$ cat config.mk
export PLATFORM = sky130hd
export DESIGN_NAME = jtpat_seq
export DESIGN_NICKNAME = d
export VERILOG_FILES = /design/src/rtl/jtpat_pkg.sv /design/src/rtl/jtpat_segtab.sv /design/src/rtl/jtpat_runlen.sv /design/src/rtl/jtpat_crc32.sv /design/src/rtl/jtpat_seq.sv
export SDC_FILE = /design/constraint.sdc
export NUM_CORES = 1
export LEC_CHECK = 0
export ABC_AREA = 1
export BUFFER_PORTS_ARGS = -buffer_cell sky130_fd_sc_hd__buf_4
export CORE_MARGIN = 3
export CORE_UTILIZATION = 54
export DETAILED_ROUTE_END_ITERATION = 7
export HOLD_SLACK_MARGIN = 0.12
export PLACE_DENSITY = 0.71
export RECOVER_POWER = 100
export SLEW_MARGIN = 20
export SYNTH_ARGS = -nofsm -noshare
export SYNTH_HDL_FRONTEND = slang
export SYNTH_SLANG_ARGS = --single-unit
$ cat constraint.sdc
create_clock -name clk -period 4.7 [get_ports clk]
set_clock_uncertainty 0.15 [all_clocks]
set_input_delay 0.94 -clock clk [delete_from_list [all_inputs] [get_ports clk]]
set_output_delay 0.94 -clock clk [all_outputs]
set_load 0.05 [all_outputs]
$ cat src/rtl/jtpat_pkg.sv
package jtpat_pkg;

    typedef enum logic [2:0] {
        ST_OFF,
        ST_IDLE,
        ST_SOF,
        ST_PAYLOAD,
        ST_CRC,
        ST_EOF
    } phase_t;

    localparam logic [7:0] COMMA_BYTE = 8'hBC;
    localparam int NUM_SEG = 9;

    localparam logic [7:0] SPARSE_BYTE = 8'h7E;
    localparam logic [7:0] DENSE_BYTE  = 8'hB5;

    // Byte idx of a four-byte ordered set for a delimiter phase.
    function automatic logic [7:0] set_byte(phase_t ph, logic [1:0] idx);
        logic [7:0] b;
        b = COMMA_BYTE;
        if (idx != 2'd0) begin
            case (ph)
                ST_SOF:  b = (idx == 2'd1) ? 8'hB5 : 8'h56;
                ST_EOF:  b = (idx == 2'd1) ? 8'h95 : 8'hD5;
                default: b = (idx == 2'd1) ? 8'h95 : 8'hB5;
            endcase
        end
        return b;
    endfunction

    // One byte step of the reflected CRC-32.
    function automatic logic [31:0] crc32_next(logic [31:0] c, logic [7:0] d);
        logic [31:0] r;
        r = c;
        for (int i = 0; i < 8; i++) begin
            if (r[0] ^ d[i]) r = (r >> 1) ^ 32'hEDB88320;
            else             r = r >> 1;
        end
        return r;
    endfunction

endpackage

$ cat src/rtl/jtpat_segtab.sv
module jtpat_segtab
    import jtpat_pkg::*;
#(
    parameter int LOW_RUN  = 167,
    parameter int HIGH_RUN = 51,
    parameter int TAIL_RUN = 4,
    parameter int SEG_W    = 4,
    parameter int CNT_W    = 8
) (
    input  logic [SEG_W-1:0] seg_idx,
    output logic [7:0]       seg_byte,
    output logic [CNT_W-1:0] seg_len
);

    localparam logic [CNT_W-1:0] LEN_ONE  = CNT_W'(1);
    localparam logic [CNT_W-1:0] LEN_LOW  = CNT_W'(LOW_RUN);
    localparam logic [CNT_W-1:0] LEN_HIGH = CNT_W'(HIGH_RUN);
    localparam logic [CNT_W-1:0] LEN_TAIL = CNT_W'(TAIL_RUN);

    // Segment order is behaviour: transition bytes sit between the runs.
    always_comb begin
        seg_byte = SPARSE_BYTE;
        seg_len  = LEN_ONE;
        unique case (int'(seg_idx))
            0: begin seg_byte = SPARSE_BYTE; seg_len = LEN_LOW;  end
            1: begin seg_byte = 8'h74;       seg_len = LEN_ONE;  end
            2: begin seg_byte = SPARSE_BYTE; seg_len = LEN_ONE;  end
            3: begin seg_byte = 8'hAB;       seg_len = LEN_ONE;  end
            4: begin seg_byte = DENSE_BYTE;  seg_len = LEN_HIGH; end
            5: begin seg_byte = 8'h5E;       seg_len = LEN_ONE;  end
            6: begin seg_byte = 8'h4A;       seg_len = LEN_ONE;  end
            7: begin seg_byte = SPARSE_BYTE; seg_len = LEN_TAIL; end
            8: begin seg_byte = 8'hFE;       seg_len = LEN_ONE;  end
            default: begin seg_byte = SPARSE_BYTE; seg_len = LEN_ONE; end
        endcase
    end

endmodule

$ cat src/rtl/jtpat_runlen.sv
module jtpat_runlen
    import jtpat_pkg::*;
#(
    parameter int LOW_RUN  = 167,
    parameter int HIGH_RUN = 51,
    parameter int TAIL_RUN = 4
) (
    input  logic       clk,
    input  logic       rst_n,
    input  logic       clear,
    input  logic       step,
    output logic [7:0] seg_byte,
    output logic       run_last
);

    localparam int MAX_LH  = (LOW_RUN > HIGH_RUN) ? LOW_RUN : HIGH_RUN;
    localparam int MAX_RUN = (MAX_LH > TAIL_RUN) ? MAX_LH : TAIL_RUN;
    localparam int CNT_W   = $clog2(MAX_RUN + 1);
    localparam int SEG_W   = $clog2(NUM_SEG);
    localparam logic [SEG_W-1:0] SEG_LAST = SEG_W'(NUM_SEG - 1);

    logic [SEG_W-1:0] seg_q;
    logic [CNT_W-1:0] rep_q;
    logic [CNT_W-1:0] seg_len;
    logic             rep_last;

    jtpat_segtab #(
        .LOW_RUN  (LOW_RUN),
        .HIGH_RUN (HIGH_RUN),
        .TAIL_RUN (TAIL_RUN),
        .SEG_W    (SEG_W),
        .CNT_W    (CNT_W)
    ) u_tab (
        .seg_idx  (seg_q),
        .seg_byte (seg_byte),
        .seg_len  (seg_len)
    );

    assign rep_last = (rep_q == seg_len - CNT_W'(1));
    assign run_last = rep_last && (seg_q == SEG_LAST);

    always_ff @(posedge clk) begin
        if (!rst_n || clear) begin
            seg_q <= '0;
            rep_q <= '0;
        end else if (step) begin
            if (rep_last) begin
                rep_q <= '0;
                seg_q <= (seg_q == SEG_LAST) ? '0 : seg_q + SEG_W'(1);
            end else begin
                rep_q <= rep_q + CNT_W'(1);
            end
        end
    end

endmodule

$ cat src/rtl/jtpat_crc32.sv
module jtpat_crc32
    import jtpat_pkg::*;
(
    input  logic        clk,
    input  logic        rst_n,
    input  logic        init,
    input  logic        step,
    input  logic [7:0]  din,
    output logic [31:0] crc
);

    always_ff @(posedge clk) begin
        if (!rst_n || init) crc <= 32'hFFFF_FFFF;
        else if (step)      crc <= crc32_next(crc, din);
    end

endmodule

$ cat src/rtl/jtpat_seq.sv
module jtpat_seq
    import jtpat_pkg::*;
#(
    parameter int LOW_RUN   = 167,
    parameter int HIGH_RUN  = 51,
    parameter int TAIL_RUN  = 4,
    parameter int IDLE_SETS = 6
) (
    input  logic       clk,
    input  logic       rst_n,
    input  logic       enable,
    input  logic       disp_pos,
    input  logic       out_ready,
    output logic       out_valid,
    output logic [7:0] out_data,
    output logic       out_k,
    output logic       frame_start
);

    localparam int SETS_W = $clog2(IDLE_SETS + 1);
    localparam logic [SETS_W-1:0] SETS_LAST = SETS_W'(IDLE_SETS - 1);
    localparam logic [SETS_W-1:0] SETS_MAX  = '1;

    phase_t            state_q, state_d;
    logic [1:0]        pos_q;
    logic [SETS_W-1:0] sets_q;
    logic              accept, set_end;
    logic              run_clear, run_step, run_last, crc_init;
    logic [7:0]        seg_byte;
    logic [31:0]       crc_q, crc_fin;

    assign accept    = out_valid && out_ready;
    assign set_end   = accept && (pos_q == 2'd3);
    assign run_clear = (state_q != ST_PAYLOAD);
    assign run_step  = accept && (state_q == ST_PAYLOAD);
    assign crc_init  = (state_q == ST_SOF);
    assign crc_fin   = ~crc_q;

    jtpat_runlen #(
        .LOW_RUN  (LOW_RUN),
        .HIGH_RUN (HIGH_RUN),
        .TAIL_RUN (TAIL_RUN)
    ) u_run (
        .clk      (clk),
        .rst_n    (rst_n),
        .clear    (run_clear),
        .step     (run_step),
        .seg_byte (seg_byte),
        .run_last (run_last)
    );

    jtpat_crc32 u_crc (
        .clk   (clk),
        .rst_n (rst_n),
        .init  (crc_init),
        .step  (run_step),
        .din   (seg_byte),
        .crc   (crc_q)
    );

    // Next-state logic.
    always_comb begin
        state_d = state_q;
        unique case (state_q)
            ST_OFF:     if (enable) state_d = ST_IDLE;
            ST_IDLE:    if (set_end && sets_q >= SETS_LAST && !disp_pos) state_d = ST_SOF;
            ST_SOF:     if (set_end) state_d = ST_PAYLOAD;
            ST_PAYLOAD: if (accept && run_last) state_d = ST_CRC;
            ST_CRC:     if (set_end) state_d = ST_EOF;
            ST_EOF:     if (set_end) state_d = enable ? ST_IDLE : ST_OFF;
            default:    state_d = ST_OFF;
        endcase
    end

    // State register.
    always_ff @(posedge clk) begin
        if (!rst_n) state_q <= ST_OFF;
        else        state_q <= state_d;
    end

    // Byte position within an ordered set, and idle-set count.
    always_ff @(posedge clk) begin
        if (!rst_n) begin
            pos_q  <= 2'd0;
            sets_q <= '0;
        end else begin
            if (state_q == ST_OFF)                       pos_q <= 2'd0;
            else if (accept && state_q != ST_PAYLOAD)    pos_q <= pos_q + 2'd1;

            if (state_q != ST_IDLE)                      sets_q <= '0;
            else if (set_end && sets_q != SETS_MAX)      sets_q <= sets_q + SETS_W'(1);
        end
    end

    // Outputs.
    always_comb begin
        out_valid = 1'b1;
        out_k     = 1'b0;
        out_data  = 8'h00;
        unique case (state_q)
            ST_OFF: begin
                out_valid = 1'b0;
            end
            ST_IDLE, ST_SOF, ST_EOF: begin
                out_data = set_byte(state_q, pos_q);
                out_k    = (pos_q == 2'd0);
            end
            ST_PAYLOAD: begin
                out_data = seg_byte;
            end
            ST_CRC: begin
                out_data = crc_fin[8*pos_q +: 8];
            end
            default: begin
                out_valid = 1'b0;
            end
        endcase
    end

    assign frame_start = (state_q == ST_IDLE) && (sets_q == '0) && (pos_q == 2'd0);

endmodule

==> impl_metrics.tcl <==
set metrics [dict create \
    outcome "complete, no violations" \
    postSynthNetCount 590 \
    floorplan.initialDensity_pct 56.9 \
    synth_xor_xnor_area_share_pct 17.7 \
    wl_per_cell_um 14.5 \
    worst_path_most_repeated_cell "sky130_fd_sc_hd__inv_1" \
    startpoint_type "register" \
    multi_input_area_um2 2570 \
    grt_overflow_total 0 \
    synth_fa_ha_area_share_pct 4.72 \
    timing_worst_slew_pin_value_ns 1.11 \
    synthesis.instances 569 \
    worst_voltage_drop_across_the_vdd_grid_v 0.000217 \
    core_area_um2 7450 \
    critical_path_arrival_ns 2.52 \
    muxShareOfSynthArea_pct 0 \
    cellLeakagePower_nw 2.08 \
    synthArstFlopShare_pct 0 \
    cts_repair_resize_count 0 \
    die_footprint_um2 8950 \
    final-hold-violation-count 0 \
    critical_path.slowest_cell "sky130_fd_sc_hd__dfxtp_1" \
    synth.area.top_cells "sky130_fd_sc_hd__dfxtp_1, sky130_fd_sc_hd__nand2_1, sky130_fd_sc_hd__xor2_1" \
    post_cts_buffers 0 \
    tritoncts "done" \
    gp_routability_congestion 0.906 \
    ys_seq_elements 63 \
    worst_r2r_path_depth 14 \
    crit_path_cell_trace "inv_1, ha_1, inv_1, nand2_1, o221ai_1, clkbuf_1" \
    synth.most_common_cell "sky130_fd_sc_hd__nand2_1" \
    setup_repair_after_global_routing_missed_its_margin "false" \
    rr_endpoint "u_run.rep_q[7]$_SDFFE_PP0P_" \
    setup.worst_path.class "register to output port" \
    final-max-slew-violation-count 0 \
    worst_path_required_time_ns 3.61 \
    drt_iter0_drc 187 \
    fmaxAchievable_mhz 277 \
    antenna_found_initial 0 \
    critical_path.startpoint "pos_q[0]$_SDFFE_PP0P_" \
    remaining_drcs 0 \
    post_synth_and_or_nand_nor_area_fraction_pct 23.4 \
    die_height_um 94.6 \
    largest_family_of_logic_cells_by_synthesized_area "simple AND/OR/NAND/NOR gates" \
    cts.sinks 63 \
    setup-violations-final 0 \
    rr_startpoint "state_q[1]$_SDFFE_PN0P_" \
    cts.hold.buffers_added 0 \
    yosys_synthesis_warning_count 0 \
    areaGrowthSynthToFinish_pct 6.02 \
    portBuffers 15 \
    synth_top_area_share_pct 29.7 \
    clk_pin_slew_ns 0.06 \
    dp_hpwl_mm 7.50 \
    power_mw 1.51 \
    synth_seq_area_share_pct 29.7 \
    total_global_route_track_usage_pct 24.4 \
    layout.area.seq_um2 1260 \
    num_io_pins 16 \
    setup_total_negative_slack_ns 0 \
    worst_setup_path_end_kind "output port" \
    dieWidth_um 94.6 \
    drv_cap 0 \
    mappedNetlistArea_um2 4240 \
    final.fill_count 720 \
    num_antenna_cells 0 \
    power-per-cell-area_nw_per_um2 336 \
    routed_via_density 5.39 \
    drt-total-wl_mm 9.93 \
    worst_skew_pair.late_latency_ns 0.34 \
    postRouteAntennaNets 0 \
    slowest_delay_ns 0.60 \
    endpoint "out_data[0]" \
    timing.hold.worst.class "register to register" \
    synth.cells.most_frequent "sky130_fd_sc_hd__nand2_1, sky130_fd_sc_hd__inv_1, sky130_fd_sc_hd__dfxtp_1" \
    synth-compound-area-share_pct 15.8 \
    h-tree-depth 3 \
    num_rows 31 \
    synth_edf_count 0 \
    design.final.nets 603 \
    worst_slew_margin_relative_to_its_limit_pct 25.7 \
    drive_gt1_share_pct 8.56 \
    syn-mean-instance-area_um2 7.45 \
    yosysUniqueCellTypes 42 \
    netlist.top_cell.by_area "sky130_fd_sc_hd__dfxtp_1" \
    clk_root_buffer_cell "sky130_fd_sc_hd__clkbuf_8" \
    number_of_global_route_vias_before_repair 3566 \
    cts_made_buffers 9 \
    critical_path_peak_fanout 23 \
    cts_max_path_buffers 2 \
    wire_length_of_the_first_global_routing_pass_mm 16.9 \
    count_of_tritonroute_iterations_in_the_first_routing_pass 5 \
    dr_total_vias 3679 \
    setup_slack_of_the_most_critical_reg_to_reg_path_ns 1.56 \
    timing.final.crit_share_pct 76.8 \
    finalWorstPathRequiredPeriod_ns 3.61 \
    grt_max_degree 41 \
    synth_ff_type "sky130_fd_sc_hd__dfxtp_1" \
]
==> metal layers <==
| layer | track usage (%) | up-vias | routed length [µm] |
|---|---|---|---|
| met5 | 0 | - | 0 |
| met4 | 11.4 | 0 | 259 |
| met3 | 5.02 | 17 | 432 |
| met2 | 41.0 | 83 | 4840 |
| met1 | 29.8 | 1700 | 4400 |
| li1 | - | 1879 | - |
==> placed cells by master, fill, tap and decap left out, drive strengths merged <==
| cell type | count |
|---|---|
| xor2 | 41 |
| o211ai | 14 |
| clkbuf | 21 |
| o22ai | 2 |
| nand3 | 33 |
| nor3 | 3 |
| a211o | 1 |
| buf | 6 |
| or2 | 4 |
| o311ai | 1 |
| a31oi | 2 |
| ha | 16 |
| dfxtp | 63 |
| nand4 | 8 |
| clkinv | 4 |
| a211oi | 3 |
| o31ai | 1 |
| o221ai | 4 |
| a21oi | 46 |
| o21ai | 43 |
| nor4 | 2 |
| nand2 | 120 |
| o2111ai | 1 |
| and2 | 1 |
| xnor2 | 22 |
| nor2 | 40 |
| inv | 79 |
| nand3b | 3 |
==> worst min-delay path by stage <==
stage	slack (ns)	start	cells past startpoint	endpoint
final	0.33	u_crc.crc[26]$_SDFFE_PP1P_	2	u_crc.crc[26]$_SDFFE_PP1P_
after global routing	0.35	u_crc.crc[26]$_SDFFE_PP1P_	2	u_crc.crc[26]$_SDFFE_PP1P_
after CTS	0.33	u_crc.crc[26]$_SDFFE_PP1P_	2	u_crc.crc[26]$_SDFFE_PP1P_
after detailed placement	0.32	u_crc.crc[26]$_SDFFE_PP1P_	2	u_crc.crc[26]$_SDFFE_PP1P_
after global placement	0.32	u_crc.crc[26]$_SDFFE_PP1P_	2	u_crc.crc[26]$_SDFFE_PP1P_
after floorplan	0.30	u_crc.crc[26]$_SDFFE_PP1P_	2	u_crc.crc[26]$_SDFFE_PP1P_
==> critical path, delay by kind of cell (launching register included) <==
family	cells	cell delay, ns
AO/OA/AOI/OAI	1	0.14
flip-flops	1	0.60
AND/OR/NAND/NOR	1	0.08
buffers and inverters	3	1.06
adder cells (fa/ha/maj)	1	0.31
==> flip-flops by register name, indices dropped and copies added (netlist names) <==
name and flops:
u_crc.crc 32, pos_q 2, u_run.rep_q 8, u_run.u_tab.seg_byte 6, u_run.u_tab.seg_len 5, state_q 3, u_run.seg_q 4, sets_q 3
==> power breakdown <==
part / switching, mW / leakage, nW / internal (mW) / total (mW)
combinational: 0.403 / 1.49 / 0.134 / 0.537
clock: 0.190 / 0.0809 / 0.195 / 0.385
sequential: 0.0337 / 0.510 / 0.555 / 0.589
==> cell type report <==
| cell class | instances | share of cell area (%) |
|---|---|---|
| tap | 99 | 2.76 |
| sequential | 63 | 28.1 |
| clock buffer | 11 | 3.15 |
| clock inverter | 2 | 0.223 |
| inverter | 81 | 6.76 |
| multi-input combinational | 411 | 57.2 |
| timing repair buffer | 16 | 1.84 |
==> cells by family (layout without fill, tap and decap cells) <==
logic type	count (synthesis)	after routing
AO/OA/AOI/OAI	118	118
adder cells (fa/ha/maj)	16	16
AND/OR/NAND/NOR	214	214
XOR/XNOR	63	63
flip-flops	63	63
buffers and inverters	95	110
==> stage by stage <==
stage | cells | cell area, µm² | hold WS (ns) | util [%] | setup slack, ns
floorplan | 569 | 4240 | 0.299 | - | 0.974
global placement | 670 | 4420 | 0.320 | 59.4 | 1.76
detailed placement | 670 | 4420 | 0.318 | 59.4 | 1.66
CTS | 683 | 4580 | 0.333 | 61.4 | 1.30
global route | 683 | 4500 | 0.354 | 60.4 | 0.852
finish | 683 | 4500 | 0.333 | 60.4 | 1.09
Note: power is estimated with default switching activity, not from simulation.
